<file path="config.mk">
export PLATFORM = sky130hd
export DESIGN_NAME = casw_window_gen
export DESIGN_NICKNAME = d
export VERILOG_FILES = /design/src/rtl/casw_pkg.sv /design/src/rtl/casw_mode_shadow.sv /design/src/rtl/casw_lane.sv /design/src/rtl/casw_window_gen.sv
export SDC_FILE = /design/constraint.sdc
export NUM_CORES = 1
export LEC_CHECK = 0
export BUFFER_PORTS_ARGS = -buffer_cell sky130_fd_sc_hd__buf_2
export CAP_MARGIN = 40
export CORE_ASPECT_RATIO = 0.6
export CORE_MARGIN = 2
export CORE_UTILIZATION = 52
export CTS_CLUSTER_SIZE = 24
export DETAILED_ROUTE_END_ITERATION = 16
export PLACE_DENSITY = 0.76
export SLEW_MARGIN = 20
export SYNTH_ARGS = -nofsm -noshare
export SYNTH_HDL_FRONTEND = slang
export SYNTH_SLANG_ARGS = --single-unit
</file>
<file path="constraint.sdc">
create_clock -name clk_i -period 6.1 [get_ports clk_i]
set_input_delay 1.83 -clock clk_i [delete_from_list [all_inputs] [get_ports clk_i]]
set_output_delay 1.83 -clock clk_i [all_outputs]
set_load 0.05 [all_outputs]
</file>
<file path="src/rtl/casw_pkg.sv">
package casw_pkg;
  localparam int unsigned CL_MIN = 3;
  localparam int unsigned CL_MAX = 6;
  localparam int unsigned AL_MAX = 5;
  localparam int unsigned CL_W   = 3;
  localparam int unsigned AL_W   = 3;

  typedef struct packed {
    logic [CL_W-1:0] cl;
    logic [AL_W-1:0] al;
    logic            bl8;
  } mode_t;

  localparam mode_t MODE_RESET = '{cl: 3'd3, al: 3'd0, bl8: 1'b0};
endpackage

</file>
<file path="src/rtl/casw_mode_shadow.sv">
module casw_mode_shadow
  import casw_pkg::*;
(
  input  logic  clk_i,
  input  logic  rst_ni,
  input  logic  cfg_we_i,
  input  mode_t cfg_mode_i,
  input  logic  idle_i,
  output mode_t act_o,
  output logic  pend_o
);
  mode_t act_q, pend_mode_q;
  logic  pend_q, legal;

  assign legal = (cfg_mode_i.cl >= CL_W'(CL_MIN)) && (cfg_mode_i.cl <= CL_W'(CL_MAX)) &&
                 (cfg_mode_i.al <= AL_W'(AL_MAX));

  always_ff @(posedge clk_i or negedge rst_ni) begin
    if (!rst_ni) begin
      act_q       <= MODE_RESET;
      pend_mode_q <= MODE_RESET;
      pend_q      <= 1'b0;
    end else if (cfg_we_i && legal) begin
      if (idle_i) begin
        act_q  <= cfg_mode_i;
        pend_q <= 1'b0;
      end else begin
        pend_mode_q <= cfg_mode_i;
        pend_q      <= 1'b1;
      end
    end else if (pend_q && idle_i) begin
      act_q  <= pend_mode_q;
      pend_q <= 1'b0;
    end
  end

  assign act_o  = act_q;
  assign pend_o = pend_q;

  assert_act_legal_R8: assert property (@(posedge clk_i) disable iff (!rst_ni)
    (act_q.cl >= CL_W'(CL_MIN)) && (act_q.cl <= CL_W'(CL_MAX)) && (act_q.al <= AL_W'(AL_MAX)));

  assert_hold_in_flight_R9: assert property (@(posedge clk_i) disable iff (!rst_ni)
    !idle_i |=> $stable(act_q));

  assert_pend_clears_R9: assert property (@(posedge clk_i) disable iff (!rst_ni)
    (pend_q && idle_i && !cfg_we_i) |=> !pend_q);
endmodule

</file>
<file path="src/rtl/casw_lane.sv">
module casw_lane #(
  parameter int unsigned DEPTH = 10,
  parameter int unsigned LAT_W = 4,
  parameter int unsigned CNT_W = 3
) (
  input  logic             clk_i,
  input  logic             rst_ni,
  input  logic             ins_i,
  input  logic [LAT_W-1:0] lat_i,
  input  logic [CNT_W-1:0] burst_i,
  output logic             pre_o,
  output logic             win_o,
  output logic             post_o,
  output logic             busy_o
);
  logic [DEPTH-1:0] slot_q, slot_d;
  logic [CNT_W-1:0] cnt_q;
  logic             post_q;
  logic [LAT_W-1:0] idx;

  // token reaches slot 0 one cycle before the first data cycle
  assign idx = lat_i - LAT_W'(2);

  always_comb begin
    slot_d = slot_q >> 1;
    for (int i = 0; i < int'(DEPTH); i++) begin
      if (ins_i && (idx == LAT_W'(i))) slot_d[i] = 1'b1;
    end
  end

  always_ff @(posedge clk_i or negedge rst_ni) begin
    if (!rst_ni) begin
      slot_q <= '0;
      cnt_q  <= '0;
      post_q <= 1'b0;
    end else begin
      slot_q <= slot_d;
      if (slot_q[0])              cnt_q <= burst_i;
      else if (cnt_q != '0)       cnt_q <= cnt_q - CNT_W'(1);
      post_q <= (cnt_q == CNT_W'(1)) && !slot_q[0];
    end
  end

  assign pre_o  = slot_q[0] && (cnt_q == '0);
  assign win_o  = (cnt_q != '0);
  assign post_o = post_q;
  assign busy_o = (|slot_q) || win_o || post_q;

  assert_lat_range_R3: assert property (@(posedge clk_i) disable iff (!rst_ni)
    ins_i |-> (lat_i >= LAT_W'(2)) && (idx < LAT_W'(DEPTH)));

  assert_no_collide_R10: assert property (@(posedge clk_i) disable iff (!rst_ni)
    ins_i |-> ((slot_q >> 1) & (DEPTH'(1) << idx)) == '0);

  assert_pre_leads_R5: assert property (@(posedge clk_i) disable iff (!rst_ni)
    pre_o |=> win_o);

  assert_pre_outside_R7: assert property (@(posedge clk_i) disable iff (!rst_ni)
    pre_o |-> !win_o);

  assert_post_trails_R6: assert property (@(posedge clk_i) disable iff (!rst_ni)
    post_o |-> !win_o && $past(win_o));
endmodule

</file>
<file path="src/rtl/casw_window_gen.sv">
module casw_window_gen
  import casw_pkg::*;
#(
  parameter int unsigned CNT_W = 3
) (
  input  logic            clk_i,
  input  logic            rst_ni,
  input  logic            cfg_we_i,
  input  logic [CL_W-1:0] cfg_cl_i,
  input  logic [AL_W-1:0] cfg_al_i,
  input  logic            cfg_bl8_i,
  input  logic            cmd_valid_i,
  input  logic            cmd_write_i,
  output logic            rd_pre_o,
  output logic            rd_win_o,
  output logic            rd_post_o,
  output logic            wr_pre_o,
  output logic            wr_win_o,
  output logic            wr_post_o,
  output logic            busy_o,
  output logic            cfg_pending_o
);
  localparam int unsigned MAX_RL = CL_MAX + AL_MAX;
  localparam int unsigned LAT_W  = $clog2(MAX_RL + 1);
  localparam int unsigned DEPTH  = MAX_RL - 1;

  mode_t            act;
  logic             idle;
  logic [LAT_W-1:0] rl, wl;
  logic [CNT_W-1:0] burst;
  logic [1:0]       pre, win, post, lbusy;

  casw_mode_shadow i_shadow (
    .clk_i      (clk_i),
    .rst_ni     (rst_ni),
    .cfg_we_i   (cfg_we_i),
    .cfg_mode_i ('{cl: cfg_cl_i, al: cfg_al_i, bl8: cfg_bl8_i}),
    .idle_i     (idle),
    .act_o      (act),
    .pend_o     (cfg_pending_o)
  );

  assign rl    = LAT_W'(act.cl) + LAT_W'(act.al);
  assign wl    = rl - LAT_W'(1);
  assign burst = act.bl8 ? CNT_W'(4) : CNT_W'(2);

  // lane 0 = read, lane 1 = write
  for (genvar g = 0; g < 2; g++) begin : g_lane
    casw_lane #(.DEPTH(DEPTH), .LAT_W(LAT_W), .CNT_W(CNT_W)) i_lane (
      .clk_i   (clk_i),
      .rst_ni  (rst_ni),
      .ins_i   (cmd_valid_i && (cmd_write_i == 1'(g))),
      .lat_i   ((g == 1) ? wl : rl),
      .burst_i (burst),
      .pre_o   (pre[g]),
      .win_o   (win[g]),
      .post_o  (post[g]),
      .busy_o  (lbusy[g])
    );
  end

  assign busy_o = |lbusy;
  assign idle   = !busy_o && !cmd_valid_i;

  assign rd_pre_o  = pre[0];
  assign rd_win_o  = win[0];
  assign rd_post_o = post[0];
  assign wr_pre_o  = pre[1];
  assign wr_win_o  = win[1];
  assign wr_post_o = post[1];

  assert_busy_after_cmd_R11: assert property (@(posedge clk_i) disable iff (!rst_ni)
    cmd_valid_i |=> busy_o);

  assert_win_needs_busy_R11: assert property (@(posedge clk_i) disable iff (!rst_ni)
    (rd_win_o || wr_win_o || rd_post_o || wr_post_o) |-> busy_o);
endmodule

</file>
# Word-level counts from Yosys, hierarchy flattened
# Index checks and enable logic that the tools add are counted.
# W data, S select, Z words.
op_classes:
  eq_ne: 21
  add_sub_neg: 6
  n_bitwise: 2
  n_reduce_logical: 53
  n_mux: 31
  n_lt_le_gt_ge: 3
op_table:
  columns: ["cell", "count"]
  rows:
  - ["$eq A4 B3 Y1 const B", 8]
  - ["$logic_and A1 B1 Y1", 31]
  - ["$mux W1", 23]
  - ["$mux W7", 3]
  - ["$reduce_or A10 Y1", 2]
  - ["$eq A4 B2 Y1 const B", 4]
  - ["$eq A4 B4 Y1 const B", 4]
  - ["$mux W3", 5]
  - ["$eq A4 B1 Y1 const B", 2]
  - ["$logic_not A4 Y1", 2]
  - ["$sub A4 B2 Y4 const B", 2]
  - ["$eq A3 B1 Y1 const B", 2]
  - ["$le A3 B3 Y1 const B", 2]
  - ["$logic_not A3 Y1", 2]
  - ["$reduce_bool A2 Y1", 3]
  - ["$reduce_bool A3 Y1", 2]
  - ["$sub A3 B1 Y3 const B", 2]
  - ["$add A3 B3 Y4", 1]
  - ["$logic_not A1 Y1", 4]
  - ["$logic_or A1 B1 Y1", 4]
  - ["$reduce_and A2 Y1", 2]
  - ["$sub A4 B1 Y4 const B", 1]
  - ["$ge A3 B2 Y1 const B", 1]
  - ["$ne A2 B1 Y1 const B", 1]
  - ["other kinds (2)", 3]
word_totals:
  regBits: 43
  input_bits: 12

# Depth between registers and ports, before layout
depth:
  depth_word: 9
  mapped_depth: 7
  mapped_depth_nobuf: 7

# Hierarchy
# Synthesis repeated with hierarchy kept, for this count alone.
unflattened:
  hier_cells: 200
  hier_area_um2: 2319.7
modules_own_cells:
  columns: ["module", "cells_per_inst", "area_each_um2", "instances", "seq_area_each_um2"]
  rows:
  - ["casw_lane", 62, 706.9, 2, 350.3]
  - ["casw_mode_shadow", 55, 737.0, 1, 380.4]
  - ["casw_window_gen", 21, 168.9, 1, 0.0]

# Least setup slack after synthesis
# OpenSTA, ideal clock, no wires.
synth_path:
  kind: "flip-flop to output port"
  startpoint: "reg g_lane[0].i_lane.cnt_q[0]"
  endpoint: "out rd_pre_o"
  setup_slack_ns: 2.478
  path_stages_with_launch: 5
  t_required_ns: 4.270
  arrival_time_ns: 1.792
  cell_sequence: "dfrtp_1 -> inv_1 -> ha_1 -> nand2b_1 -> nor2_1"
synth_between:
  elab_chain_cells: 2
synth_rtl:
  columns: ["element", "line", "source"]
  rows:
  - ["start, declared", "casw_lane.sv:17", "logic [CNT_W-1:0] cnt_q;"]
  - ["start signal, assigned", "casw_lane.sv:38", "if (slot_q[0]) cnt_q <= burst_i;"]
  - ["start signal, assigned", "casw_lane.sv:39", "else if (cnt_q != '0) cnt_q <= cnt_q - CNT_W'(1);"]
  - ["$logic_not A3 Y1", "casw_lane.sv:44", "assign pre_o = slot_q[0] && (cnt_q == '0);"]
  - ["$logic_and A1 B1 Y1", "casw_lane.sv:44", null]
  - ["end, declared", "casw_window_gen.sv:14", "output logic rd_pre_o,"]
# No other way between the ends.

# Worst setup path after layout
layout_path:
  startpoint: "reg g_lane[0].i_lane.cnt_q[0]"
  endpoint: "out busy_o"
layout_between:
  elab_chain_cells: 4
layout_rtl:
  columns: ["element", "line", "source"]
  rows:
  - ["$reduce_bool A3 Y1", "casw_lane.sv:45", "assign win_o = (cnt_q != '0);"]
  - ["$logic_or A1 B1 Y1 (2 in a row)", "casw_lane.sv:47", "assign busy_o = (|slot_q) || win_o || post_q;"]
  - ["$reduce_or A2 Y1", "casw_window_gen.sv:62", "assign busy_o = |lbusy;"]
  - ["end, declared", "casw_window_gen.sv:20", "output logic busy_o,"]
# No other way between the ends.

==> results.cfg <==
[pwr]
ir_drop_mv = 0.2134
internal_power_uw = 651.0
seq_power_share = 0.400
p_leak_nw = 1.165
p_sw_uw = 459.7
p_per_area_nw_per_um2 = 467.9
swShare = 0.4139
pwr-share-comb = 0.444
pwr-share-clk = 0.156

[clock_network]
holdBufCountCts = 0
cts_buffers = 5
clk_path_buf_depth = 2
cts_tree = done
clock_sinks = 43
clock_latency_ns = 0.30
htreeDepth = 2
cts.clk_slew.worst_paths_ns = 0.08
cts-resized-gates = 0
postCtsSetupBuffers = 0
cts_root_buffer = clkbuf_8

[floorplanning]
core_sq_um = 3786
die_area_sq_um = 4609
fp.dieH_microns = 53.40
row_count = 17
die_w_microns = 86.33
start_util = 0.5585
ios = 20

[sta]
period_share = 0.6458
final.setup.tns_ns = 0
fmax_ghz = 0.2538
setup_viol = 0
hold_viol_final = 0
worst_slack_ns = 2.160
worst_slew_pin_slew_ns = 0.7247
finalMaxSlewViolations = 0
rsz0062_at_grt = no
maxSlewHeadroom = 0.5139
worst_clock_skew_ns = 0.01190
period_needed_ns = 3.940
hold_ws_ns = 0.4611

[synth]
synth_top_area_cell = dfrtp_1
synth.avg_cell_area_sq_um = 12.15
synth-seq-cells = 43
synth-seq-area-share = 0.5112
synthFlopType = dfrtp_1
ys_top_cells_by_area = dfrtp_1 (46%), mux2_2 (10%), ha_1 (6.5%)
syn_nets = 198
synth-edff-count = 0
ys_warn_count = 0
ys_types = 40
synthArstFlopShare = 1.000
synth_area_sq_um = 2115
synth_top_area_frac = 0.4615
syn_inst = 174

[critical_path]
rrSetupSlack_ns = 3.50
start_kind = flip-flop
r2r_cells = 7
cp.required_ns = 4.27
crit_path_max_fanout = 3
r2r_end = g_lane[0].i_lane.slot_q[8]
cp-endpoint = busy_o
endpoint_kind = output port
r2r_start = i_shadow.act_o[1]
arrival_ns = 2.11
worstSetupStartpoint = g_lane[0].i_lane.cnt_q[0]
path_class = flip-flop to output port

[finish]
final_core_util = 0.6269
area_delta_synth_final_pct = 12.25
diodes = 0
drive_above_1_share = 0.3250
design_area_sq_um = 2374
most-common-layout-cells = dfrtp_1 (39), mux2_2 (19), buf_2 (19)
final_common_cell = dfrtp_1
nets = 223

[grt]
grt_pass1_vias = 1466
grt_max_degree = 24
overflow = 0
antenna_found_initial = 0
grt_pass1_wl_microns = 7224
grt_util_all_layers = 0.2170

[route]
vias = 1420
dr.pass1.iters = 5
drt-initial-drc-count = 64
ant_nets = 0
drc_errors = 0
routed_wl_microns = 4252
wl_per_cell_microns = 17.21
vias_per_cell = 5.749

[run_status]
outcome = finished clean

[job]
drv_cap = 0

[placement]
place_area_sq_um = 2288
gp_congestion = 0.9098
place_hpwl_microns = 3328
numPortBuffers = 19
place_ws_ns = 2.478

[min_path]
hp-class = flip-flop to flip-flop
==> metal layers <==
metal,vias up,GRT usage,wire [microns]
li1,680,-,-
met1,710,0.3158,2217
met5,-,0,0
met2,22,0.3154,1829
met3,8,0.05148,149
met4,0,0.07813,57
==> logic make-up after synthesis <==
family / synth area share
AO/OA/AOI/OAI: 0.1609
flip-flops: 0.5112
AND/OR/NAND/NOR: 0.1006
multiplexers: 0.1107
buffers and inverters: 0.02130
adder cells (fa/ha/maj): 0.07456
XOR/XNOR: 0.02071
==> sequential cells by signal, summed over array words and instances, names as in the netlist <==
register / cells
i_shadow.act_o: 7
i_shadow.pend_o: 1
g_lane.i_lane.cnt_q: 6
g_lane.i_lane.post_o: 2
g_lane.i_lane.slot_q: 20
i_shadow.pend_mode_q: 7
==> power by group through the flow <==
stage / clock network, mW / registers, mW / logic, mW
after floorplan: 0 / 0.448 / 0.356
after global placement: 0 / 0.442 / 0.466
after detailed placement: 0 / 0.449 / 0.492
after CTS: 0.178 / 0.443 / 0.495
after global routing: 0.194 / 0.455 / 0.548
final: 0.173 / 0.444 / 0.494
==> final cells by class <==
cell class	count	area [sq um]
clock buffers	6	72.57
clock inverters	2	12.51
fillers	303	1413
inverters	10	37.54
multi-input cells	119	988.4
flip-flops and latches	43	1081
well taps	47	58.81
repair buffers	20	122.6
==> cells in the mapped netlist, types with 4 or more instances <==
master,number
inv_1,10
a31o_2,10
a21oi_1,7
a21o_1,7
dfrtp_1,39
ha_1,11
nor2_1,10
dfstp_2,4
nand2_1,5
mux2_2,19
xnor2_1,4
o21a_1,5
nor4_1,6
==> worst max-delay path: stages, from the launching register on <==
cell     delay (ns)
dfrtp_1        0.42
inv_1          0.10
ha_1           0.21
nor4b_1        0.29
nand3_1        0.23
or2_2          0.34
buf_2          0.22
==> stage by stage <==
| stage | total power, mW | cells |
|---|---|---|
| 5_1_grt | 1.197 | 247 |
| 4_1_cts | 1.116 | 247 |
| 3_3_place_gp | 0.9082 | 238 |
| 3_5_place_dp | 0.9407 | 239 |
| 6_report | 1.111 | 247 |
| 2_1_floorplan | 0.8046 | 174 |
==> worst min-delay path by stage <==
stage / start / endpoint / slack [ns] / depth (start not counted)
floorplan: g_lane[1].i_lane.slot_q[5] / g_lane[1].i_lane.slot_q[4] / 0.43 / 1
global placement: g_lane[1].i_lane.slot_q[6] / g_lane[1].i_lane.slot_q[5] / 0.44 / 1
detailed placement: g_lane[1].i_lane.slot_q[6] / g_lane[1].i_lane.slot_q[5] / 0.45 / 1
CTS: g_lane[1].i_lane.slot_q[6] / g_lane[1].i_lane.slot_q[5] / 0.47 / 1
global route: g_lane[1].i_lane.slot_q[6] / g_lane[1].i_lane.slot_q[5] / 0.49 / 1
finish: g_lane[1].i_lane.slot_q[6] / g_lane[1].i_lane.slot_q[5] / 0.46 / 1
No activity file was read; power rests on OpenSTA's default activity.
